### config.mk
export PLATFORM = sky130hd
export DESIGN_NAME = ns_shaper3
export DESIGN_NICKNAME = d
export VERILOG_FILES = /design/src/rtl/ns_pkg.sv /design/src/rtl/ns_ef3_loop.sv /design/src/rtl/ns_split1.sv /design/src/rtl/ns_shaper3.sv
export SDC_FILE = /design/constraint.sdc
export NUM_CORES = 1
export LEC_CHECK = 0
export BUFFER_PORTS_ARGS = -buffer_cell sky130_fd_sc_hd__buf_2
export CORE_MARGIN = 3
export CORE_UTILIZATION = 55
export DETAILED_ROUTE_END_ITERATION = 10
export PLACE_DENSITY = 0.86
export SYNTH_ARGS = -nofsm -noshare
export SYNTH_HDL_FRONTEND = slang
export SYNTH_HIERARCHICAL = 1
export SYNTH_SLANG_ARGS = --single-unit
### constraint.sdc
create_clock -name clk -period 9.4 [get_ports clk]
set_input_delay 0.94 -clock clk [delete_from_list [all_inputs] [get_ports clk]]
set_output_delay 0.94 -clock clk [all_outputs]
set_load 0.01 [all_outputs]
### src/rtl/ns_pkg.sv
package ns_pkg;
   // weight of the coarse word relative to the fine word
   localparam int unsigned NS_COARSE_TO_FINE = 16;
   localparam int unsigned NS_COARSE_TO_FINE_LOG2 = 4;
   // order of the first shaping loop (taps of the error delay line)
   localparam int unsigned NS_LOOP_TAPS = 3;
endpackage

### src/rtl/ns_ef3_loop.sv
module ns_ef3_loop #(
   parameter int W_IN  = 24,
   parameter int W_MID = 9,
   parameter int W_OUT = 6,
   parameter int W_ACC = 28
) (
   input  logic                    clk,
   input  logic                    rst,
   input  logic                    adv,
   input  logic signed [W_IN-1:0]  x,
   output logic signed [W_MID-1:0] y,
   output logic                    clip
);
   import ns_pkg::*;

   localparam int SH   = W_IN - W_MID;
   localparam int SH2  = W_MID - W_OUT;
   localparam int W_E  = SH + 2;
   localparam int Y_LO_I = -(1 << (W_MID - 1));
   localparam int Y_HI_I = (1 << (W_MID - 1)) - 1 - (1 << SH2);
   localparam logic signed [W_ACC-1:0] Y_LO = W_ACC'(Y_LO_I);
   localparam logic signed [W_ACC-1:0] Y_HI = W_ACC'(Y_HI_I);
   localparam logic signed [W_ACC-1:0] E_LO = -(W_ACC'(1) <<< SH);
   localparam logic signed [W_ACC-1:0] E_HI = (W_ACC'(1) <<< SH) - W_ACC'(1);

   if (W_ACC < W_IN + 4) begin : g_bad_acc
      $error("ns_ef3_loop: accumulator too narrow");
   end
   if (SH < 1) begin : g_bad_sh
      $error("ns_ef3_loop: intermediate word must be narrower than input");
   end

   logic signed [W_E-1:0]   e_dly [NS_LOOP_TAPS];
   logic signed [W_ACC-1:0] ea    [NS_LOOP_TAPS];
   logic signed [W_ACC-1:0] fb, u, q, y_full, e_raw, d01;
   logic signed [W_E-1:0]   e_new;

   always_comb begin
      for (int k = 0; k < NS_LOOP_TAPS; k++) begin
         ea[k] = W_ACC'(e_dly[k]);
      end
      d01 = ea[0] - ea[1];
      fb  = (d01 <<< 1) + d01 + ea[2];
      u   = W_ACC'(x) - fb;
      q   = u >>> SH;
      clip = (q < Y_LO) || (q > Y_HI);
      if (q < Y_LO)      y_full = Y_LO;
      else if (q > Y_HI) y_full = Y_HI;
      else               y_full = q;
      e_raw = (y_full <<< SH) - u;
      if (e_raw < E_LO)      e_new = E_LO[W_E-1:0];
      else if (e_raw > E_HI) e_new = E_HI[W_E-1:0];
      else                   e_new = e_raw[W_E-1:0];
   end

   assign y = y_full[W_MID-1:0];

   always_ff @(posedge clk) begin
      if (rst)      e_dly[0] <= '0;
      else if (adv) e_dly[0] <= e_new;
   end

   for (genvar t = 1; t < NS_LOOP_TAPS; t++) begin : g_tap
      always_ff @(posedge clk) begin
         if (rst)      e_dly[t] <= '0;
         else if (adv) e_dly[t] <= e_dly[t-1];
      end
   end
endmodule

### src/rtl/ns_split1.sv
module ns_split1 #(
   parameter int W_MID = 9,
   parameter int W_OUT = 6
) (
   input  logic                    clk,
   input  logic                    rst,
   input  logic                    adv,
   input  logic signed [W_MID-1:0] y,
   output logic signed [W_OUT-1:0] coarse,
   output logic signed [W_OUT-1:0] fine
);
   import ns_pkg::*;

   localparam int SH2    = W_MID - W_OUT;
   localparam int W_P    = SH2 + 1;
   localparam int LSB_SH = NS_COARSE_TO_FINE_LOG2 - SH2;

   if (SH2 < 1 || SH2 > NS_COARSE_TO_FINE_LOG2) begin : g_bad_sh2
      $error("ns_split1: unsupported word split");
   end

   logic signed [W_P-1:0]   p_q;
   logic signed [W_MID:0]   w, mw, e6w;
   logic signed [W_P-1:0]   e6;
   logic signed [W_OUT-1:0] d;

   always_comb begin
      w   = (W_MID+1)'(y) - (W_MID+1)'(p_q);
      mw  = w >>> SH2;
      e6w = (mw <<< SH2) - w;
      e6  = e6w[W_P-1:0];
      d   = W_OUT'(p_q) - W_OUT'(e6);
   end

   assign coarse = mw[W_OUT-1:0];

   if (LSB_SH == 0) begin : g_fine_direct
      assign fine = d;
   end else begin : g_fine_scaled
      assign fine = d <<< LSB_SH;
   end

   always_ff @(posedge clk) begin
      if (rst)      p_q <= '0;
      else if (adv) p_q <= e6;
   end
endmodule

### src/rtl/ns_shaper3.sv
module ns_shaper3 #(
   parameter int W_IN  = 24,
   parameter int W_MID = 9,
   parameter int W_OUT = 6,
   parameter int W_ACC = W_IN + 4
) (
   input  logic             clk,
   input  logic             rst,
   input  logic             in_valid,
   input  logic [W_IN-1:0]  in_sample,
   output logic             out_valid,
   output logic [W_OUT-1:0] out_msb,
   output logic [W_OUT-1:0] out_lsb,
   output logic             ovf
);
   import ns_pkg::*;

   localparam int SH2    = W_MID - W_OUT;
   localparam int LSB_SH = NS_COARSE_TO_FINE_LOG2 - SH2;
   localparam int LSB_BOUND = ((1 << SH2) - 1) << LSB_SH;

   if (LSB_BOUND > (1 << (W_OUT - 1)) - 1) begin : g_bad_fine
      $error("ns_shaper3: fine word does not fit its width");
   end

   logic signed [W_MID-1:0] y_mid;
   logic                    clip;
   logic signed [W_OUT-1:0] coarse, fine;

   ns_ef3_loop #(.W_IN(W_IN), .W_MID(W_MID), .W_OUT(W_OUT), .W_ACC(W_ACC)) u_loop (
      .clk (clk),
      .rst (rst),
      .adv (in_valid),
      .x   ($signed(in_sample)),
      .y   (y_mid),
      .clip(clip)
   );

   ns_split1 #(.W_MID(W_MID), .W_OUT(W_OUT)) u_split (
      .clk   (clk),
      .rst   (rst),
      .adv   (in_valid),
      .y     (y_mid),
      .coarse(coarse),
      .fine  (fine)
   );

   always_ff @(posedge clk) begin
      if (rst) begin
         out_valid <= 1'b0;
         out_msb   <= '0;
         out_lsb   <= '0;
         ovf       <= 1'b0;
      end else begin
         out_valid <= in_valid;
         if (in_valid) begin
            out_msb <= coarse;
            out_lsb <= fine;
            if (clip) ovf <= 1'b1;
         end
      end
   end
endmodule

==> flow_summary.toml <==
[synthesis]
yosys-mux-area-fraction_pct = 2.514
edff_count_synth = 51
netlist_area_pre_place_mm2 = 0.007764
synth-async-reset-ratio_pct = 0
yosysSeqAreaShare_pct = 24.37
yosys.cell_types.count = 84
post_synth_main_area_contributors = "edfxtp_1 20%, ha_1 12%, fa_1 9.5%"
synth_top_family_by_area = "adder cells"
yosys.area_share.adder_pct = 21.43
synth_top_flop_cell = "edfxtp_1"
synth.avg_cell_area_um2 = 8.996
post_synth_inst_count = 863
post_synthesis_compound_gate_area_fraction_pct = 18.81
postSynthRegisterBits = 69
synth_top_area_cell = "edfxtp_1"
synth_warnings = 6
yosys.area.top_type_share_pct = 19.73
synth_fp_nets = 1000
synth_simple_gate_area_share_pct = 16.44
synth_xor_area_share_pct = 7.994

[sta]
finalSetupViolCount = 0
layout_min_cycle_time_ns = 9.197
maxClockFrequency_mhz = 108.7
tightest_slew_ns = 0.7122
layout_worst_path_cycle_share_pct = 97.84
finalHoldViolCount = 0
finalClockSkew_ns = 0.008719
relative_slew_slack_pct = 52.31
timing_max_transition_violations_final = 0

[cells_and_area]
layout.cells.most_common = "inv_1"
postLayoutCellArea_mm2 = 0.008755
flow.area_growth_from_synthesis_pct = 12.76
mostFrequentLayoutCells = "129 x inv_1, 72 x ha_1, 51 x nor2_1, 51 x edfxtp_1, 45 x a21oi_1"
drive_gt1_share_pct = 17.69
antenna-diode-count = 0
nNetsFinal = 1059

[place]
dpl_cell_area_mm2 = 0.008289
detailed_place_hpwl_um = 13610
gp_congestion = 0.9150
port_buffers = 40

[routing]
detail_route.wl_per_cell_um = 16.00
via_count = 6401
post-route-drc-count = 0
postRouteWirelength_um = 17650
drt_first_iter_violations = 526
postRouteAntennaNets = 0
drt-pass1-iter-count = 5
post_drt_via_cell_ratio = 5.803

[cts]
insertion_delay_of_the_later_clocked_pin_in_the_worst_skew_pair_ns = 0.34
htree_levels = 3
hold_buffers = 0
tritoncts = "yes"
cts_inserted_buffers = 9
clock_sinks = 69
clock_pin_transition_on_the_worst_setup_and_hold_timing_paths_ns = 0.06
clock_tree.buffer_depth = 2
clockRootBuffer = "clkbuf_16"

[worst_setup_path]
startpoint = "u_loop/e_dly[0][0]$_SDFFCE_PP0P_"
end_kind = "flip-flop"
worstSetupStartpointType = "flip-flop"
critical_path.reg2reg.startpoint = "u_loop/e_dly[0][0]$_SDFFCE_PP0P_"
cp_common_cell = "inv_1"
cp.required_ns = 9.49
reg2reg_setup_slack_ns = 0.20
r2r_end = "u_loop/e_dly[0][2]$_SDFFCE_PP0P_"
worst-setup-path-type = "flip-flop to flip-flop"
worstPathArrival_ns = 9.29
rr_worst_depth = 42
cp_slowest_cell = "or4_4"
timing.critical_path.slowest_cell_delay_ns = 0.54
setup.worst_path.end = "u_loop/e_dly[0][2]$_SDFFCE_PP0P_"
crit_path_max_fanout = 15

[die]
die_area_mm2 = 0.01558
die_width_um = 124.8
rows = 42
design.portCount = 41
initial_util_pct = 57.49
die_extent_in_y_um = 124.8
coreArea_mm2 = 0.01351

[global_route]
grt_pass1_wl_um = 29820
grt_start_max_net_pins = 52
remaining_global_route_overflow = 0
grt_antenna_before_repair = 0
grt_use_total_pct = 22.88
grt_pass1_vias = 6441

[outcome]
outcome = "completed"

[run]
maxCapViolations = 0

[hold_path]
worstHoldPathType = "flip-flop to flip-flop"
==> state kept, by name (all words and copies together) (netlist names) <==
signal        count
out_valid         1
ovf               1
u_split/p_q       4
out_msb           6
u_loop/e_dly     51
out_lsb           6
==> worst min path at each step <==
stage | endpoint | from | cells after the start
2_1_floorplan | u_split/p_q[0]$_SDFFE_PP0P_ | u_split/p_q[0]$_SDFFE_PP0P_ | 2
4_1_cts | ovf$_SDFFE_PP0P_ | ovf$_SDFFE_PP0P_ | 2
5_1_grt | out_lsb[0]$_SDFFE_PP0P_ | out_lsb[0]$_SDFFE_PP0P_ | 2
6_report | ovf$_SDFFE_PP0P_ | ovf$_SDFFE_PP0P_ | 2
3_5_place_dp | ovf$_SDFFE_PP0P_ | ovf$_SDFFE_PP0P_ | 2
3_3_place_gp | ovf$_SDFFE_PP0P_ | ovf$_SDFFE_PP0P_ | 2
==> kinds of logic after synthesis <==
| group | count (synthesis) |
|---|---|
| adders and majority gates | 111 |
| and+or+nand+nor | 238 |
| other | 1 |
| xor gates and xnor gates | 70 |
| AOI/OAI and AO/OA | 199 |
| muxes | 19 |
| DFF | 69 |
| buffers and inverters | 156 |
==> cell usage after synthesis, types with 3 or more instances <==
master and number:
fa_1 37, nand4_1 10, nor4_1 3, a211o_1 3, or2_2 9, nor3_1 18, mux2i_1 17, edfxtp_1 51
and3_1 4, o31a_1 3, nand2_1 43, buf_6 4, a31oi_1 8, o21bai_1 5, buf_2 10, nor2_1 53
inv_1 129, o31ai_1 5, clkbuf_1 9, a211oi_1 9, a22oi_1 7, ha_1 73, a22oi_2 10, nand3_1 11
o21ai_0 30, xor2_1 31, and2_1 39, dfxtp_1 18, a21o_1 17, or3_1 7, o211ai_1 7, a21oi_1 53
nand2b_1 11, nor2b_1 14, xnor2_1 38, a21oi_2 5, o21a_1 3
==> per-stage QoR <==
step / setup TNS [ns] / setup WS, ns / cells / hold WS (ns) / util (%)
finish: 0 / 0.2028 / 1103 / 0.4742 / 64.82
global route: -2.576 / -0.1967 / 1103 / 0.5234 / 64.82
CTS: 0 / 0.02323 / 1099 / 0.4764 / 63.67
detailed placement: -1.390 / -0.1191 / 1083 / 0.4595 / 61.38
global placement: 0 / 0.1346 / 1083 / 0.4483 / 61.38
floorplan: 0 / 0.3152 / 863 / 0.4929 / -
==> layout make-up <==
class                           instances  area, µm²
Multi-Input combinational cell        638       5356
Fill cell                            1067       4751
Sequential cell                        69       1892
Timing Repair Buffer                   75      500.5
Inverter                              129      484.2
Clock buffer                           11      264.0
Tap cell                              176      220.2
Clock inverter                          5      37.54
==> worst max-delay path, delay by kind of cell, from the launching register on <==
| kind | cells | cell delay [ns] |
|---|---|---|
| AOI/OAI and AO/OA | 16 | 3.04 |
| and+or+nand+nor | 12 | 2.69 |
| adders and majority gates | 6 | 2.07 |
| buffers and inverters | 7 | 0.62 |
| DFF | 1 | 0.40 |
| xor gates and xnor gates | 1 | 0.11 |
==> per-layer routing <==
metal	GRT usage, %	wire (µm)	vias up
met1	29.96	7787	3066
met2	39.22	8665	200
met4	7.079	384	0
li1	-	-	3100
met3	3.345	812	35
met5	0	0	-
==> timing repair <==
item	CTS	global route
gates resized for setup	3	30
endpoints found under the hold margin	0	0
endpoints found under the setup margin	15	19
pin swaps	0	17
buffers inserted	0	4
Power is left out: the tool's default activity adds up to more than one toggle a clock period on the data nets, which glitch-free logic cannot reach.
